**config.mk**
```make
export PLATFORM = sky130hd
export DESIGN_NAME = sector_erase_gather
export DESIGN_NICKNAME = d
export VERILOG_FILES = /design/src/rtl/sge_pkg.sv /design/src/rtl/sge_sector_decode.sv /design/src/rtl/sge_window_timer.sv /design/src/rtl/sector_erase_gather.sv
export SDC_FILE = /design/constraint.sdc
export NUM_CORES = 1
export LEC_CHECK = 0
export BUFFER_PORTS_ARGS = -buffer_cell sky130_fd_sc_hd__buf_2
export CORE_ASPECT_RATIO = 0.75
export CORE_MARGIN = 5
export CORE_UTILIZATION = 40
export CTS_CLUSTER_SIZE = 40
export DETAILED_ROUTE_END_ITERATION = 7
export GPL_TIMING_DRIVEN = 1
export PLACE_DENSITY = 0.67
export SETUP_SLACK_MARGIN = 0.05
export SLEW_MARGIN = 20
export SYNTH_ARGS = -nofsm -noshare
export SYNTH_HDL_FRONTEND = slang
export SYNTH_SLANG_ARGS = --single-unit
```
**constraint.sdc**
```tcl
create_clock -name clk_i -period 4.3 [get_ports clk_i]
set_input_delay 0.645 -clock clk_i [delete_from_list [all_inputs] [get_ports clk_i]]
set_output_delay 0.645 -clock clk_i [all_outputs]
set_load 0.05 [all_outputs]
```
**src/rtl/sge_pkg.sv**
```systemverilog
package sge_pkg;
  typedef enum logic [1:0] {
    SG_IDLE   = 2'd0,
    SG_WINDOW = 2'd1,
    SG_ERASE  = 2'd2
  } sg_state_e;
endpackage

```
**src/rtl/sge_sector_decode.sv**
```systemverilog
module sge_sector_decode #(
  parameter int NUM_SECTORS = 8,
  localparam int SECT_W = $clog2(NUM_SECTORS)
) (
  input  logic [SECT_W-1:0]      sector_i,
  output logic [NUM_SECTORS-1:0] onehot_o
);
  for (genvar i = 0; i < NUM_SECTORS; i++) begin : g_dec
    assign onehot_o[i] = (sector_i == SECT_W'(i));
  end
endmodule

```
**src/rtl/sge_window_timer.sv**
```systemverilog
module sge_window_timer #(
  parameter int WINDOW_CYCLES = 16,
  localparam int CNT_W = $clog2(WINDOW_CYCLES + 1)
) (
  input  logic clk_i,
  input  logic rst_ni,
  input  logic load_i,
  input  logic run_i,
  output logic expire_o
);
  logic [CNT_W-1:0] cnt_q;

  always_ff @(posedge clk_i or negedge rst_ni) begin
    if (!rst_ni)                          cnt_q <= CNT_W'(WINDOW_CYCLES);
    else if (load_i)                      cnt_q <= CNT_W'(WINDOW_CYCLES);
    else if (run_i && cnt_q > CNT_W'(1))  cnt_q <= cnt_q - CNT_W'(1);
  end

  assign expire_o = run_i && !load_i && (cnt_q == CNT_W'(1));

  AST_CNT_RANGE: assert property (@(posedge clk_i) disable iff (!rst_ni)
    (cnt_q >= CNT_W'(1)) && (cnt_q <= CNT_W'(WINDOW_CYCLES)));
  AST_LOAD_FULL: assert property (@(posedge clk_i) disable iff (!rst_ni)
    load_i |=> !expire_o || (WINDOW_CYCLES == 1));
endmodule

```
**src/rtl/sector_erase_gather.sv**
```systemverilog
module sector_erase_gather
  import sge_pkg::*;
#(
  parameter int NUM_SECTORS   = 8,
  parameter int WINDOW_CYCLES = 16,
  localparam int SECT_W = $clog2(NUM_SECTORS)
) (
  input  logic                   clk_i,
  input  logic                   rst_ni,
  input  logic                   se_cmd_i,
  input  logic [SECT_W-1:0]      se_sector_i,
  input  logic                   other_cmd_i,
  input  logic                   wr_fall_i,
  input  logic                   erase_done_i,
  input  logic [NUM_SECTORS-1:0] protect_i,
  output logic [NUM_SECTORS-1:0] mask_o,
  output logic [NUM_SECTORS-1:0] erase_mask_o,
  output logic                   erase_start_o,
  output logic                   abort_o,
  output logic                   window_closed_o
);
  sg_state_e              state_q, state_d;
  logic [NUM_SECTORS-1:0] mask_q, mask_d, sect_oh;
  logic                   start_q, start_d, abort_q, abort_d;
  logic                   tmr_load, tmr_run, tmr_expire;

  sge_sector_decode #(.NUM_SECTORS(NUM_SECTORS)) u_dec (
    .sector_i (se_sector_i),
    .onehot_o (sect_oh)
  );

  assign tmr_load = ((state_q == SG_IDLE) && se_cmd_i) ||
                    ((state_q == SG_WINDOW) && !other_cmd_i && (se_cmd_i || wr_fall_i));
  assign tmr_run  = (state_q == SG_WINDOW) && !other_cmd_i;

  sge_window_timer #(.WINDOW_CYCLES(WINDOW_CYCLES)) u_tmr (
    .clk_i    (clk_i),
    .rst_ni   (rst_ni),
    .load_i   (tmr_load),
    .run_i    (tmr_run),
    .expire_o (tmr_expire)
  );

  always_comb begin
    state_d = state_q;
    mask_d  = mask_q;
    start_d = 1'b0;
    abort_d = 1'b0;
    unique case (state_q)
      SG_IDLE: if (se_cmd_i) begin
        state_d = SG_WINDOW;
        mask_d  = sect_oh;
      end
      SG_WINDOW: begin
        if (other_cmd_i) begin
          state_d = SG_IDLE;
          mask_d  = '0;
          abort_d = 1'b1;
        end else if (se_cmd_i) begin
          mask_d = mask_q | sect_oh;
        end else if (tmr_expire) begin
          state_d = SG_ERASE;
          start_d = 1'b1;
        end
      end
      SG_ERASE: begin
        if (other_cmd_i) begin
          state_d = SG_IDLE;
          mask_d  = '0;
          abort_d = 1'b1;
        end else if (erase_done_i) begin
          state_d = SG_IDLE;
          mask_d  = '0;
        end
      end
      default: begin
        state_d = SG_IDLE;
        mask_d  = '0;
      end
    endcase
  end

  always_ff @(posedge clk_i or negedge rst_ni) begin
    if (!rst_ni) begin
      state_q <= SG_IDLE;
      mask_q  <= '0;
      start_q <= 1'b0;
      abort_q <= 1'b0;
    end else begin
      state_q <= state_d;
      mask_q  <= mask_d;
      start_q <= start_d;
      abort_q <= abort_d;
    end
  end

  assign mask_o          = mask_q;
  assign erase_mask_o    = mask_q & ~protect_i;
  assign erase_start_o   = start_q;
  assign abort_o         = abort_q;
  assign window_closed_o = (state_q == SG_ERASE);

  AST_OPEN_ONEHOT: assert property (@(posedge clk_i) disable iff (!rst_ni)
    (state_q == SG_IDLE && se_cmd_i) |=> $onehot0(mask_o) && mask_o != '0);
  AST_MASK_GROWS: assert property (@(posedge clk_i) disable iff (!rst_ni)
    (state_q == SG_WINDOW && !other_cmd_i) |=> ((mask_o & $past(mask_o)) == $past(mask_o)));
  AST_START_PULSE: assert property (@(posedge clk_i) disable iff (!rst_ni)
    erase_start_o |=> !erase_start_o);
  AST_START_NONEMPTY: assert property (@(posedge clk_i) disable iff (!rst_ni)
    erase_start_o |-> (mask_o != '0) && window_closed_o && !abort_o);
  AST_CLOSED_IGNORES: assert property (@(posedge clk_i) disable iff (!rst_ni)
    (window_closed_o && se_cmd_i && !other_cmd_i && !erase_done_i) |=> $stable(mask_o));
  AST_ABORT_CLEARS: assert property (@(posedge clk_i) disable iff (!rst_ni)
    (state_q != SG_IDLE && other_cmd_i) |=> abort_o && mask_o == '0 && !window_closed_o);
  AST_ABORT_PULSE: assert property (@(posedge clk_i) disable iff (!rst_ni)
    abort_o |=> !abort_o);
endmodule

```
After elaboration in Yosys (flattened, before gate mapping)
Cells that the tools add are included.
{ "word_totals": {"ff_bits": 17, "output_inout_bits": 19, "wordCells": 62, "input_bits": 17} }
{ "classes": {"n_addsub": 1, "n_reduce_logical": 16, "n_mux": 21, "eq_ne": 15, "bitwise": 3, "n_lt_le_gt_ge": 1} }
{ "op_table": {"columns": ["op", "n"], "rows": [
  ["$mux 8", 5],
  ["$pmux 8 s3", 1],
  ["$eq 3x3->1 const B", 4],
  ["$mux 2", 6],
  ["$ne 3x3->1 const B", 4],
  ["$mux 5", 2],
  ["$and 8x8->8", 1],
  ["$not 8->8", 1],
  ["$or 8x8->8", 1],
  ["$eq 3x2->1 const B", 2],
  ["$logic_and 1x1->1", 6],
  ["$mux 1", 6],
  ["$pmux 2 s3", 1],
  ["$eq 5x1->1 const B", 1],
  ["$gt 5x1->1 const B", 1],
  ["$sub 5x1->5 const B", 1],
  ["$reduce_and 4->1", 1],
  ["$eq 3x1->1 const B", 1],
  ["$logic_not 3->1", 1],
  ["$reduce_and 3->1", 1],
  ["$eq 2x1->1 const B", 1],
  ["$eq 2x2->1 const B", 1],
  ["$logic_not 1->1", 2],
  ["$logic_not 2->1", 1],
  ["4 further kinds", 5]
]} }

Logic depth before layout (Yosys ltp)
{ "logic_depth": {"word_depth": 11, "ltp_mapped": 6} }

By module
Synthesis repeated with hierarchy kept, for this count alone.
{ "hier_totals": {"cells_unflattened": 101, "hier_area_um2": 1089.8} }
{ "modules_own_cells": {"columns": ["mod", "area_per_inst_um2", "cells_each", "n_inst", "seq_area_each_um2"], "rows": [
  ["sector_erase_gather", 700.7, 62, 1, 300.3],
  ["sge_window_timer", 324.1, 31, 1, 126.4],
  ["sge_sector_decode", 65.1, 8, 1, 0.0]
]} }

Worst setup path after synthesis
Ideal clock, no wire load.
{ "synth_path": {"path_type": "reg2out", "from": "register mask_q[0], in the netlist mask_o[0]", "to": "output port erase_mask_o[0]", "stages_incl_launch_ff": 2, "arrival_time_ns": 1.404, "n_path_buf": 0, "setup_slack_ns": 2.251, "path_cell_list": "dfrtp_1 nor2b_1"} }
{ "synth_via": {"elab_chain_len": 1} }
{ "synth_rtl": {"columns": ["element", "line_no", "source"], "rows": [
  ["start, declared", "sector_erase_gather.sv:23", "logic [NUM_SECTORS-1:0] mask_q, mask_d, sect_oh;"],
  ["start signal, assigned", "sector_erase_gather.sv:91", "mask_q <= mask_d;"],
  ["$and 8x8->8", "sector_erase_gather.sv:98", "assign erase_mask_o = mask_q & ~protect_i;"],
  ["end, declared", "sector_erase_gather.sv:17", "output logic [NUM_SECTORS-1:0] erase_mask_o,"]
]} }
No other way between the ends.

Worst setup path after layout
{ "layout_path": {"from": "register state_q[0]", "to": "output port window_closed_o"} }
{ "layout_via": {"elab_chain_len": 1} }
{ "layout_rtl": {"columns": ["element", "line_no", "source"], "rows": [
  ["start, declared", "sector_erase_gather.sv:22", "sg_state_e state_q, state_d;"],
  ["start signal, assigned", "sector_erase_gather.sv:90", "state_q <= state_d;"],
  ["$eq 2x2->1", "sector_erase_gather.sv:101", "assign window_closed_o = (state_q == SG_ERASE);"],
  ["end, declared", "sector_erase_gather.sv:20", "output logic window_closed_o"]
]} }
No other way between the ends.

==> results by group <==
Worst setup path
  – Required @ worst endpoint: 3650 ps
  – CP top delay family: flip-flops
  – Cells along the critical path: inv_1, ha_1, buf_2
  – Worst path arrival time: 1300 ps
  – Crit path kind: reg2out
  – CP max FO: 3
  – Critical path depth in cells: 3
  – Crit-path max cell delay: 420 ps
  – Worst r2r path cells: 6
  – Critical path's slowest cell: dfrtp_1
  – Startpoint Class: register
  – Worst path bufs/invs: 2
  – Worst setup EP type: primary output
  – Worst R2R Start: state_q[0]$_DFFE_PN0P_
  – Reg2reg setup slack: 2620 ps
  – R2R Path End: state_q[0]$_DFFE_PN0P_

Layout
  – Final net count: 156
  – Synth-to-layout area growth: 25.72%
  – Register area: 426.7 um2
  – Ant diodes: 0
  – Fill cell count: 222
  – Most frequent cells in the layout: buf_2 (35), dfrtp_1 (16), nor2_1 (12)
  – Share of layout cells above drive strength 1: 32.58%
  – Commonest non-fill, non-tap cell in the layout: buf_2
  – Area of the multi-input gates: 508.0 um2

Logic synthesis
  – Gate Count Post-Synth: 93
  – Synth Register Bits: 17
  – Synthesized net count: 116
  – Mapped Area: 953.4 um2
  – Seq/Total Area, Yosys: 44.75%
  – Synth unique cells: 29
  – Mean area per synthesized cell: 10.25 um2
  – Yosys warns: 0

STA
  – TNS Setup: 0 ps
  – Max Slew Vio Count: 0
  – Final Skew: 4.922 ps
  – Achievable Freq: 514.6 MHz
  – Tmin final: 1943 ps
  – Relative slew margins: 55.43%
  – Unrepaired setup endpoints after global routing: no
  – Crit share post-route: 45.19%
  – Worst slew pin tran: 664.1 ps
  – # setup viols final: 0
  – Final Hold Vio Count: 0
  – Final setup margin: 2357 ps
  – Hold_ws: 250.3 ps

Drt
  – DRT Wirelength: 2090 um
  – Post-route ant nets: 0
  – DRT iter0 DRCs: 26
  – Drt pass-1 iters: 4
  – Drt via density: 4.928
  – Drt wl/cell: 12.59 um
  – Via count: 818
  – DRC violations left: 0

Global route
  – Remaining Overflow, GRT: 0
  – Largest net degree at the start of global routing: 18
  – First-pass GRT wire length: 3491 um
  – Vias in the first global route: 786
  – GRT Util Overall: 13.64%
  – Initial antenna violation count: 0

Pwr
  – Max IR drop VDD: 0.2608 mV
  – Pleak: 0.0005979 uW
  – Pwr Density: 561.1 nW/um2
  – Final Power: 672.6 uW

Clocking
  – Clk sinks: 17
  – CTS tree: yes
  – Worst-path clk slew: 100 ps
  – H-Tree Level Count: 1
  – Post_cts resized: 0
  – CTS Hold Buffers Added: 0
  – Cts bufs inserted: 3
  – Clk buf depth: 2
  – Setup Fix Bufs, Post-CTS: 0
  – Worst-Skew Late Latency: 300 ps
  – Root buf cell: clkbuf_4

Min path
  – Hold Path Class: in2async

Die
  – Num ports: 36
  – DIE AREA: 3470 um2
  – Row count: 15
  – Starting Density: 41.64%
  – Die Y: 52.28 um
  – CORE AREA: 2290 um2
  – Chip width: 66.38 um

Outcome
  – Outcome: completed

Place
  – Placer Congestion: 0.8646
  – Buffers added on ports: 35
  – Setup WS pre-CTS: 2495 ps
  – Placed wire-length estimate: 1699 um

Flow run
  – Max cap viols: 0
flip-flops by register name (all words and copies together) (netlist names):
| signal | flops |
|---|---|
| erase_start_o | 1 |
| abort_o | 1 |
| mask_o | 8 |
| u_tmr.cnt_q | 5 |
| state_q | 2 |
power breakdown:
part / switching (uW) / total (uW) / internal, uW
combinational: 218 / 334 / 116
sequential: 46.9 / 251 / 204
clock: 52.6 / 87.3 / 34.7
Yosys cell counts:
cell / n / area [um2]
mux2i_1: 1 / 10.01
xnor2_1: 1 / 8.760
o21ai_0: 1 / 5.000
o21ai_1: 3 / 15.01
a211oi_2: 1 / 12.51
a211oi_1: 1 / 7.510
ha_1: 6 / 75.07
dfstp_2: 1 / 26.28
nor4_1: 1 / 6.260
a21bo_1: 1 / 10.01
o211ai_1: 1 / 7.510
a21oi_1: 3 / 15.01
nor2_1: 12 / 45.04
nand2_2: 1 / 6.260
or3_1: 2 / 12.51
dfrtp_1: 16 / 400.4
nor3_1: 1 / 5.000
inv_1: 5 / 18.77
a41oi_1: 1 / 8.760
nand2b_1: 2 / 12.51
o2bb2ai_1: 8 / 70.07
nor4b_4: 1 / 23.77
mux2_1: 1 / 11.26
nand2_1: 4 / 15.01
nand3b_1: 1 / 7.510
o21a_1: 1 / 7.510
nor2b_1: 11 / 68.82
or3b_1: 4 / 35.03
and2_1: 1 / 6.260
metrics by stage:
step | instance area (um2) | util, % | instances
CTS | 1199 | 52.35 | 166
global route | 1199 | 52.35 | 166
global placement | 1171 | 51.15 | 162
finish | 1199 | 52.35 | 166
floorplan | 953.4 | - | 93
detailed placement | 1171 | 51.15 | 162
routing by layer:
metal  track usage, %  part of all wire, %  vias to the layer above
li1                 -                    -                      409
met1            15.41                   45                      382
met2            23.23                   47                       23
met3            5.365                  7.1                        4
met4            5.068                  1.2                        0
met5                0                    0                        -
how the worst max path moves through the flow:
stage                                      start                         end
final                     state_q[0]$_DFFE_PN0P_             window_closed_o
after global routing      state_q[0]$_DFFE_PN0P_             window_closed_o
after CTS                 state_q[0]$_DFFE_PN0P_             window_closed_o
after detailed placement             other_cmd_i  u_tmr.cnt_q[1]$_DFFE_PN0P_
after global placement              protect_i[5]             erase_mask_o[5]
after floorplan            mask_o[0]$_DFFE_PN0P_             erase_mask_o[0]
kinds of logic (layout without fill, tap and decap cells):
group           count (synthesis)  count (layout)  share of synthesized area [%]
buf+inv                         5              44                          1.969
xor+xnor                        1               1                         0.9188
compound gates                 21              21                          16.67
flops                          17              17                          44.75
mux                             2               2                          2.231
simple gates                   41              41                          25.59
fa+ha+maj                       6               6                          7.874
layout make-up:
cell class	instances	share of cell area (%)
inverters	5	1.566
clock buffers	3	1.879
clock inverters	1	0.4175
flip-flops and latches	17	35.59
multi-input cells	71	42.38
well taps	34	3.549
repair buffers	35	14.61
(Power assumes the default switching activity.)
